===== src/rtl/cfg_latch_pkg.sv =====
package cfg_latch_pkg;

  typedef enum logic [1:0] {
    KIND_CHAN  = 2'd0,
    KIND_BCAST = 2'd1,
    KIND_MASK  = 2'd2
  } bank_kind_e;

  // Which role a bank index plays, given the number of channel banks.
  function automatic bank_kind_e kind_of(input int idx, input int chan_banks, input int bcast_banks);
    if (idx < chan_banks)                     return KIND_CHAN;
    else if (idx < chan_banks + bcast_banks)  return KIND_BCAST;
    else                                      return KIND_MASK;
  endfunction

  // Reset value of a bank of width w by its role.
  function automatic logic [31:0] reset_of(input bank_kind_e k, input int w);
    logic [31:0] ones;
    ones = (32'd1 << w) - 32'd1;
    case (k)
      KIND_CHAN:  return 32'd1;
      KIND_BCAST: return 32'd0;
      default:    return ones;
    endcase
  endfunction

endpackage


===== src/rtl/cfg_bank_reg.sv =====
module cfg_bank_reg #(
  parameter int W = 5,
  parameter logic [W-1:0] RST_VAL = '0
) (
  input  logic         clk,
  input  logic         rst_n,
  input  logic [W-1:0] bit_we,
  input  logic [W-1:0] d,
  output logic [W-1:0] q
);

  always_ff @(posedge clk) begin
    if (!rst_n) q <= RST_VAL;
    else        q <= (q & ~bit_we) | (d & bit_we);
  end

endmodule


===== src/rtl/cfg_wr_decode.sv =====
module cfg_wr_decode #(
  parameter int NUM_CH       = 4,
  parameter int BANKS_PER_CH = 3,
  parameter int BANK_W       = 5,
  localparam int CHAN_BANKS  = NUM_CH * BANKS_PER_CH,
  localparam int NUM_BANKS   = CHAN_BANKS + BANKS_PER_CH + 1,
  localparam int ADDR_W      = $clog2(NUM_BANKS)
) (
  input  logic                        wr_n,
  input  logic [ADDR_W-1:0]           wr_addr,
  input  logic                        force_bit,
  input  logic [BANK_W-1:0]           mask_q,
  input  logic [CHAN_BANKS-1:0]       enable_vec,
  output logic [NUM_BANKS*BANK_W-1:0] bit_we
);
  import cfg_latch_pkg::*;

  localparam int MASK_IDX = NUM_BANKS - 1;

  // Direct-select line per bank.
  logic [NUM_BANKS-1:0] direct_sel;
  // One broadcast-hit line per slot.
  logic [BANKS_PER_CH-1:0] bcast_hit;

  for (genvar b = 0; b < NUM_BANKS; b++) begin : g_dsel
    assign direct_sel[b] = !wr_n && (wr_addr == ADDR_W'(b));
  end

  for (genvar s = 0; s < BANKS_PER_CH; s++) begin : g_bhit
    assign bcast_hit[s] = direct_sel[CHAN_BANKS + s];
  end

  for (genvar b = 0; b < NUM_BANKS; b++) begin : g_we
    if (kind_of(b, CHAN_BANKS, BANKS_PER_CH) == KIND_CHAN) begin : g_chan
      localparam int SLOT = b % BANKS_PER_CH;
      logic gate;
      assign gate = bcast_hit[SLOT] && (enable_vec[b] || force_bit);
      // Broadcast never touches bit 0; mask bit 0 plays no role in gating.
      assign bit_we[b*BANK_W +: BANK_W] =
          direct_sel[b] ? mask_q
        : gate          ? {mask_q[BANK_W-1:1], 1'b0}
        :                 '0;
    end else if (kind_of(b, CHAN_BANKS, BANKS_PER_CH) == KIND_BCAST) begin : g_bc
      assign bit_we[b*BANK_W +: BANK_W] = direct_sel[b] ? mask_q : '0;
    end else begin : g_mask
      assign bit_we[b*BANK_W +: BANK_W] = {BANK_W{direct_sel[b]}};
    end
  end

  // at most one bank is directly selected by any write.
  always_comb begin
    a_r5_one_direct: assert ($onehot0(direct_sel) || $isunknown(wr_addr));
  end

  // the mask bank's own write enable never depends on the mask.
  always_comb begin
    if (direct_sel[MASK_IDX])
      a_r4_mask_unmasked: assert (&bit_we[MASK_IDX*BANK_W +: BANK_W]);
  end

endmodule


===== src/rtl/cfg_latch_bank.sv =====
module cfg_latch_bank #(
  parameter int NUM_CH       = 4,
  parameter int BANKS_PER_CH = 3,
  parameter int BANK_W       = 5
) (
  input  logic clk,
  input  logic rst_n,
  input  logic wr_n,
  input  logic [$clog2(NUM_CH*BANKS_PER_CH+BANKS_PER_CH+1)-1:0] wr_addr,
  input  logic [BANK_W-1:0] wr_data,
  output logic [(NUM_CH*BANKS_PER_CH+BANKS_PER_CH+1)*BANK_W-1:0] bank_q
);
  import cfg_latch_pkg::*;

  localparam int CHAN_BANKS = NUM_CH * BANKS_PER_CH;
  localparam int NUM_BANKS  = CHAN_BANKS + BANKS_PER_CH + 1;
  localparam int ADDR_W     = $clog2(NUM_BANKS);
  localparam int MASK_IDX   = NUM_BANKS - 1;

  logic [NUM_BANKS*BANK_W-1:0] bit_we;
  logic [BANK_W-1:0]           mask_q;
  logic [CHAN_BANKS-1:0]       enable_vec;

  assign mask_q = bank_q[MASK_IDX*BANK_W +: BANK_W];

  for (genvar b = 0; b < CHAN_BANKS; b++) begin : g_en
    assign enable_vec[b] = bank_q[b*BANK_W];
  end

  cfg_wr_decode #(
    .NUM_CH      (NUM_CH),
    .BANKS_PER_CH(BANKS_PER_CH),
    .BANK_W      (BANK_W)
  ) u_dec (
    .wr_n      (wr_n),
    .wr_addr   (wr_addr),
    .force_bit (wr_data[0]),
    .mask_q    (mask_q),
    .enable_vec(enable_vec),
    .bit_we    (bit_we)
  );

  for (genvar b = 0; b < NUM_BANKS; b++) begin : g_bank
    localparam bank_kind_e KIND = kind_of(b, CHAN_BANKS, BANKS_PER_CH);
    localparam logic [31:0] RV32 = reset_of(KIND, BANK_W);
    cfg_bank_reg #(
      .W      (BANK_W),
      .RST_VAL(RV32[BANK_W-1:0])
    ) u_reg (
      .clk   (clk),
      .rst_n (rst_n),
      .bit_we(bit_we[b*BANK_W +: BANK_W]),
      .d     (wr_data),
      .q     (bank_q[b*BANK_W +: BANK_W])
    );
  end

  // ---------------- assertions ----------------
  // an idle strobe leaves every bank as it was.
  a_r2_idle_hold: assert property (@(posedge clk) disable iff (!rst_n)
    wr_n |=> $stable(bank_q));

  // a mask write loads the data in full.
  a_r4_mask_load: assert property (@(posedge clk) disable iff (!rst_n)
    (!wr_n && wr_addr == ADDR_W'(MASK_IDX)) |=> (mask_q == $past(wr_data)));

  for (genvar b = 0; b < MASK_IDX; b++) begin : g_chk
    // no write flips a bit whose mask bit was 0.
    a_r10_mask_blocks: assert property (@(posedge clk) disable iff (!rst_n)
      (!wr_n && wr_addr != ADDR_W'(MASK_IDX)) |=>
      (((bank_q[b*BANK_W +: BANK_W] ^ $past(bank_q[b*BANK_W +: BANK_W])) & ~$past(mask_q)) == '0));

    if (b < CHAN_BANKS) begin : g_chan_chk
      localparam int SLOT = b % BANKS_PER_CH;
      // broadcasts never change the protect bit.
      a_r8_enable_kept: assert property (@(posedge clk) disable iff (!rst_n)
        (!wr_n && wr_addr != ADDR_W'(b) && wr_addr != ADDR_W'(MASK_IDX)) |=>
        $stable(bank_q[b*BANK_W]));
      // a disabled, unforced target keeps its contents.
      a_r6_disabled_hold: assert property (@(posedge clk) disable iff (!rst_n)
        (!wr_n && wr_addr == ADDR_W'(CHAN_BANKS + SLOT) && !bank_q[b*BANK_W] && !wr_data[0]) |=>
        $stable(bank_q[b*BANK_W +: BANK_W]));
    end
  end

endmodule


===== config.mk =====
export PLATFORM = sky130hd
export DESIGN_NAME = cfg_latch_bank
export DESIGN_NICKNAME = d
export VERILOG_FILES = /design/src/rtl/cfg_latch_pkg.sv /design/src/rtl/cfg_bank_reg.sv /design/src/rtl/cfg_wr_decode.sv /design/src/rtl/cfg_latch_bank.sv
export SDC_FILE = /design/constraint.sdc
export NUM_CORES = 1
export LEC_CHECK = 0
export CAP_MARGIN = 20
export CORE_MARGIN = 5
export CORE_UTILIZATION = 53
export CTS_CLUSTER_DIAMETER = 40
export CTS_CLUSTER_SIZE = 40
export DETAILED_ROUTE_END_ITERATION = 12
export PLACE_DENSITY = 0.85
export RECOVER_POWER = 25
export SETUP_SLACK_MARGIN = 0.5
export SLEW_MARGIN = 20
export SYNTH_ARGS = -nofsm -noshare
export SYNTH_HDL_FRONTEND = slang
export SYNTH_SLANG_ARGS = --single-unit
export TNS_END_PERCENT = 5

===== constraint.sdc =====
create_clock -name clk -period 2.55 [get_ports clk]
set_input_delay 0.6375 -clock clk [delete_from_list [all_inputs] [get_ports clk]]
set_output_delay 0.6375 -clock clk [all_outputs]
set_load 0.01 [all_outputs]

==> metrics.md <==
| Metric | Value |
|---|---|
| GRT Util Overall | 0.231 |
| Critical Setup Path Class | in2reg |
| Post-layout util | 0.719 |
| Initial Util | 0.539 |
| Iter 0 DRT Violations | between 200 and 300 |
| DR vias | about 3200 |
| Root Driver | clkbuf_8 |
| First-pass GRT wire length | 15800 um |
| Worst path required time | approximately 2.8 ns |
| Core area | between 0.006 and 0.007 sq mm |
| RSZ-0062 raised after global routing | true |
| Setup Skew | between 0.015 and 0.02 ns |
| Share of cells above drive strength 1 | 0.106 |
| Num CTS Buffers | 9 |
| Worst min path class | reg2reg |
| Vias/cell | roughly 5.6 |
| Placed cell areas | around 0.0046 sq mm |
| Largest net degree at the start of global routing | slightly below 50 |
| CP arrival | around 2.5 ns |
| Setup TNS | 0 ns |
| Final setup margin | 0.307 ns |
| Minimum clock period | 2.24 ns |
| DIE AREA | 0.00859 sq mm |
| Setup Buffers After CTS | 0 |
| DR WL/cell | ~17 um |
| Routed wire length | 9790 um |
| Post-route cell area | a little under 0.005 sq mm |
| Filler Cells Inserted | slightly above 500 |
| Final hold slack | about 0.46 ns |
| Clock Tree Buf Depth | 2 |
| Placement Setup Slack | 0.0229 ns |
| Final setup viols | 0 |
| Fmax | roughly 0.45 GHz |
| DP HPWL | 6980 um |
| CTS tree | done |
| Multi-input gate area | between 0.0015 and 0.002 sq mm |
| Clock sink count | 80 |
| Register area | about 0.0016 sq mm |
| Row cnt | 30 |
| #FFs+latches synth | 80 |
| Avg Inst Size Synth | around 9.3 sq um |
| Endpoint class of the critical path | register |
| Flop2flop setup slack | around 1.2 ns |
| Maximum vdd ir drop | 0.330 mV |
| Pwr Density | ~520 mW/mm^2 |
| Max-cap violations | 0 |
| Crit share post-route | 0.879 |
| Area Overhead vs Synth | 33.3% |
| Seq/Total Area, Yosys | 0.442 |
| Number of diodes | 0 |
| Final Hold Fails | 0 |
| Fin nets | between 400 and 500 |
| Max-slew violations | 0 |
| DRT antenna net count | 0 |
| Post-synth cell types | 27 |
| Routability Congestion | roughly 0.81 |
| Clk slew on worst S/H paths | 0.09 ns |
| Synth Cell Area | 0.00362 sq mm |
| Leak | between 2 and 2.5 nW |
| YS warnings | 0 |
| Length of the first detailed-routing pass in iterations | 5 |
| H-tree depth | 3 |
| Die height | 92.7 um |
| Slew HR | 0.614 |
| Startpoint types | primary input |
| Status | finished clean |
| Worst-margin pin slew | 0.579 ns |
| Post-Synthesis Cells | between 300 and 400 |
| Die W | between 90 and 100 um |
| Syn Nets | between 400 and 500 |
| Gr ovfl total | 0 |
| PortBufs | 91 |
| I/O pin cnt | 92 |
| Antenna violations before repair | 0 |
| Latest clock arrival within the worst-skew pair | 0.36 ns |
| Crit Path Max Fanout | 7 |
| Vias in the first global route | 3138 |
| Residual DRC count | 0 |
-- per-layer routing --
layer | routed length [um] | global-route usage | vias to the layer above
met5 | 0 | 0 | -
met4 | 175 | 0.0867 | 0
met3 | 711 | 0.0512 | 19
met2 | 4870 | 0.400 | 120
met1 | 4030 | 0.281 | 1529
li1 | - | - | 1499
-- kinds of logic (layout without fill, tap and decap cells) --
| logic type | Yosys count | after routing | synth area share |
|---|---|---|---|
| compound gates | 36 | 36 | 0.116 |
| buf+inv | 33 | 125 | 0.0421 |
| flops | 80 | 80 | 0.442 |
| mux | 64 | 64 | 0.177 |
| simple gates | 176 | 176 | 0.223 |
-- synth_stat cells --
cell / instances / area, sq um
nand3_1: 32 / 160
or3_1: 1 / 6.26
nand2_4: 1 / 11.3
or2_2: 1 / 6.26
nand2b_1: 3 / 18.8
buf_1: 4 / 15.0
nand3b_1: 3 / 22.5
o32ai_4: 9 / 248
clkbuf_1: 17 / 63.8
nand2_1: 100 / 375
or3b_1: 2 / 17.5
o21ai_0: 13 / 65.1
buf_2: 8 / 40.0
nor3b_1: 1 / 7.51
o311ai_0: 8 / 70.1
buf_4: 1 / 7.51
dfxtp_1: 80 / 1600
o211ai_1: 3 / 22.5
mux2i_1: 64 / 641
o21ai_1: 3 / 15.0
nor3_2: 1 / 10.0
nor2_1: 13 / 48.8
and2_1: 1 / 6.26
inv_1: 1 / 3.75
nor3b_2: 2 / 25.0
nor2b_1: 15 / 93.8
buf_6: 2 / 22.5
-- final timing paths --
check / from / end / cells after the start
worst max-delay path: wr_addr[1] / register / 5
worst min-delay path: register / register / 2
worst max register to register: register / register / 4
worst min register to register: register / register / 2
-- where the power goes --
group / internal, W / total, W / switching (W)
clock: 0.000474 / 0.000933 / 0.000459
sequential: 0.00127 / 0.00129 / 0.0000172
combinational: 0.000127 / 0.000294 / 0.000167
total: 0.00188 / 0.00252 / 0.000644
-- critical path: stages --
cell           delay, ns
dlygate4sd3_1       0.58
or3_1               0.57
o32ai_4             0.42
nand2_1             0.12
mux2i_1             0.12
-- cell type report --
class	instances	area share
inverters	1	0.000777
clock buffers	10	0.0285
flip-flops and latches	80	0.332
clock inverters	5	0.0119
repair buffers	109	0.214
multi-input cells	276	0.392
well taps	80	0.0207
-- metrics by stage --
step	total power, W	std cells
2_1_floorplan	0.00149	389
6_report	0.00252	561
4_1_cts	0.00252	561
5_1_grt	0.00260	561
3_3_place_gp	0.00160	546
3_5_place_dp	0.00161	546
-- cell usage in the layout, fill, tap and decap left out, types with 2 or more instances in the layout --
master and n:
nor3b_2 2, clkinv_4 2, mux2i_1 64, nand2b_2 2
clkbuf_1 4, nor2b_1 15, dlymetal6s2s_1 3, nor2_1 13
nand3_1 32, o21ai_0 13, o211ai_1 3, o21ai_2 3
nand2_1 100, dfxtp_1 79, clkdlybuf4s50_1 80, buf_4 14
nand3b_1 3, o311ai_0 8, clkinv_2 2, clkbuf_8 10
o32ai_4 9, dlygate4sd3_1 7, or3b_4 2
-- repair_timing --
action,4_1_cts,5_1_grt
resized for setup,2,11
hold buffers,0,0
cloned,0,0
pin swaps,0,1
setup endpoints to repair,36,56
(Power assumes the default switching activity.)
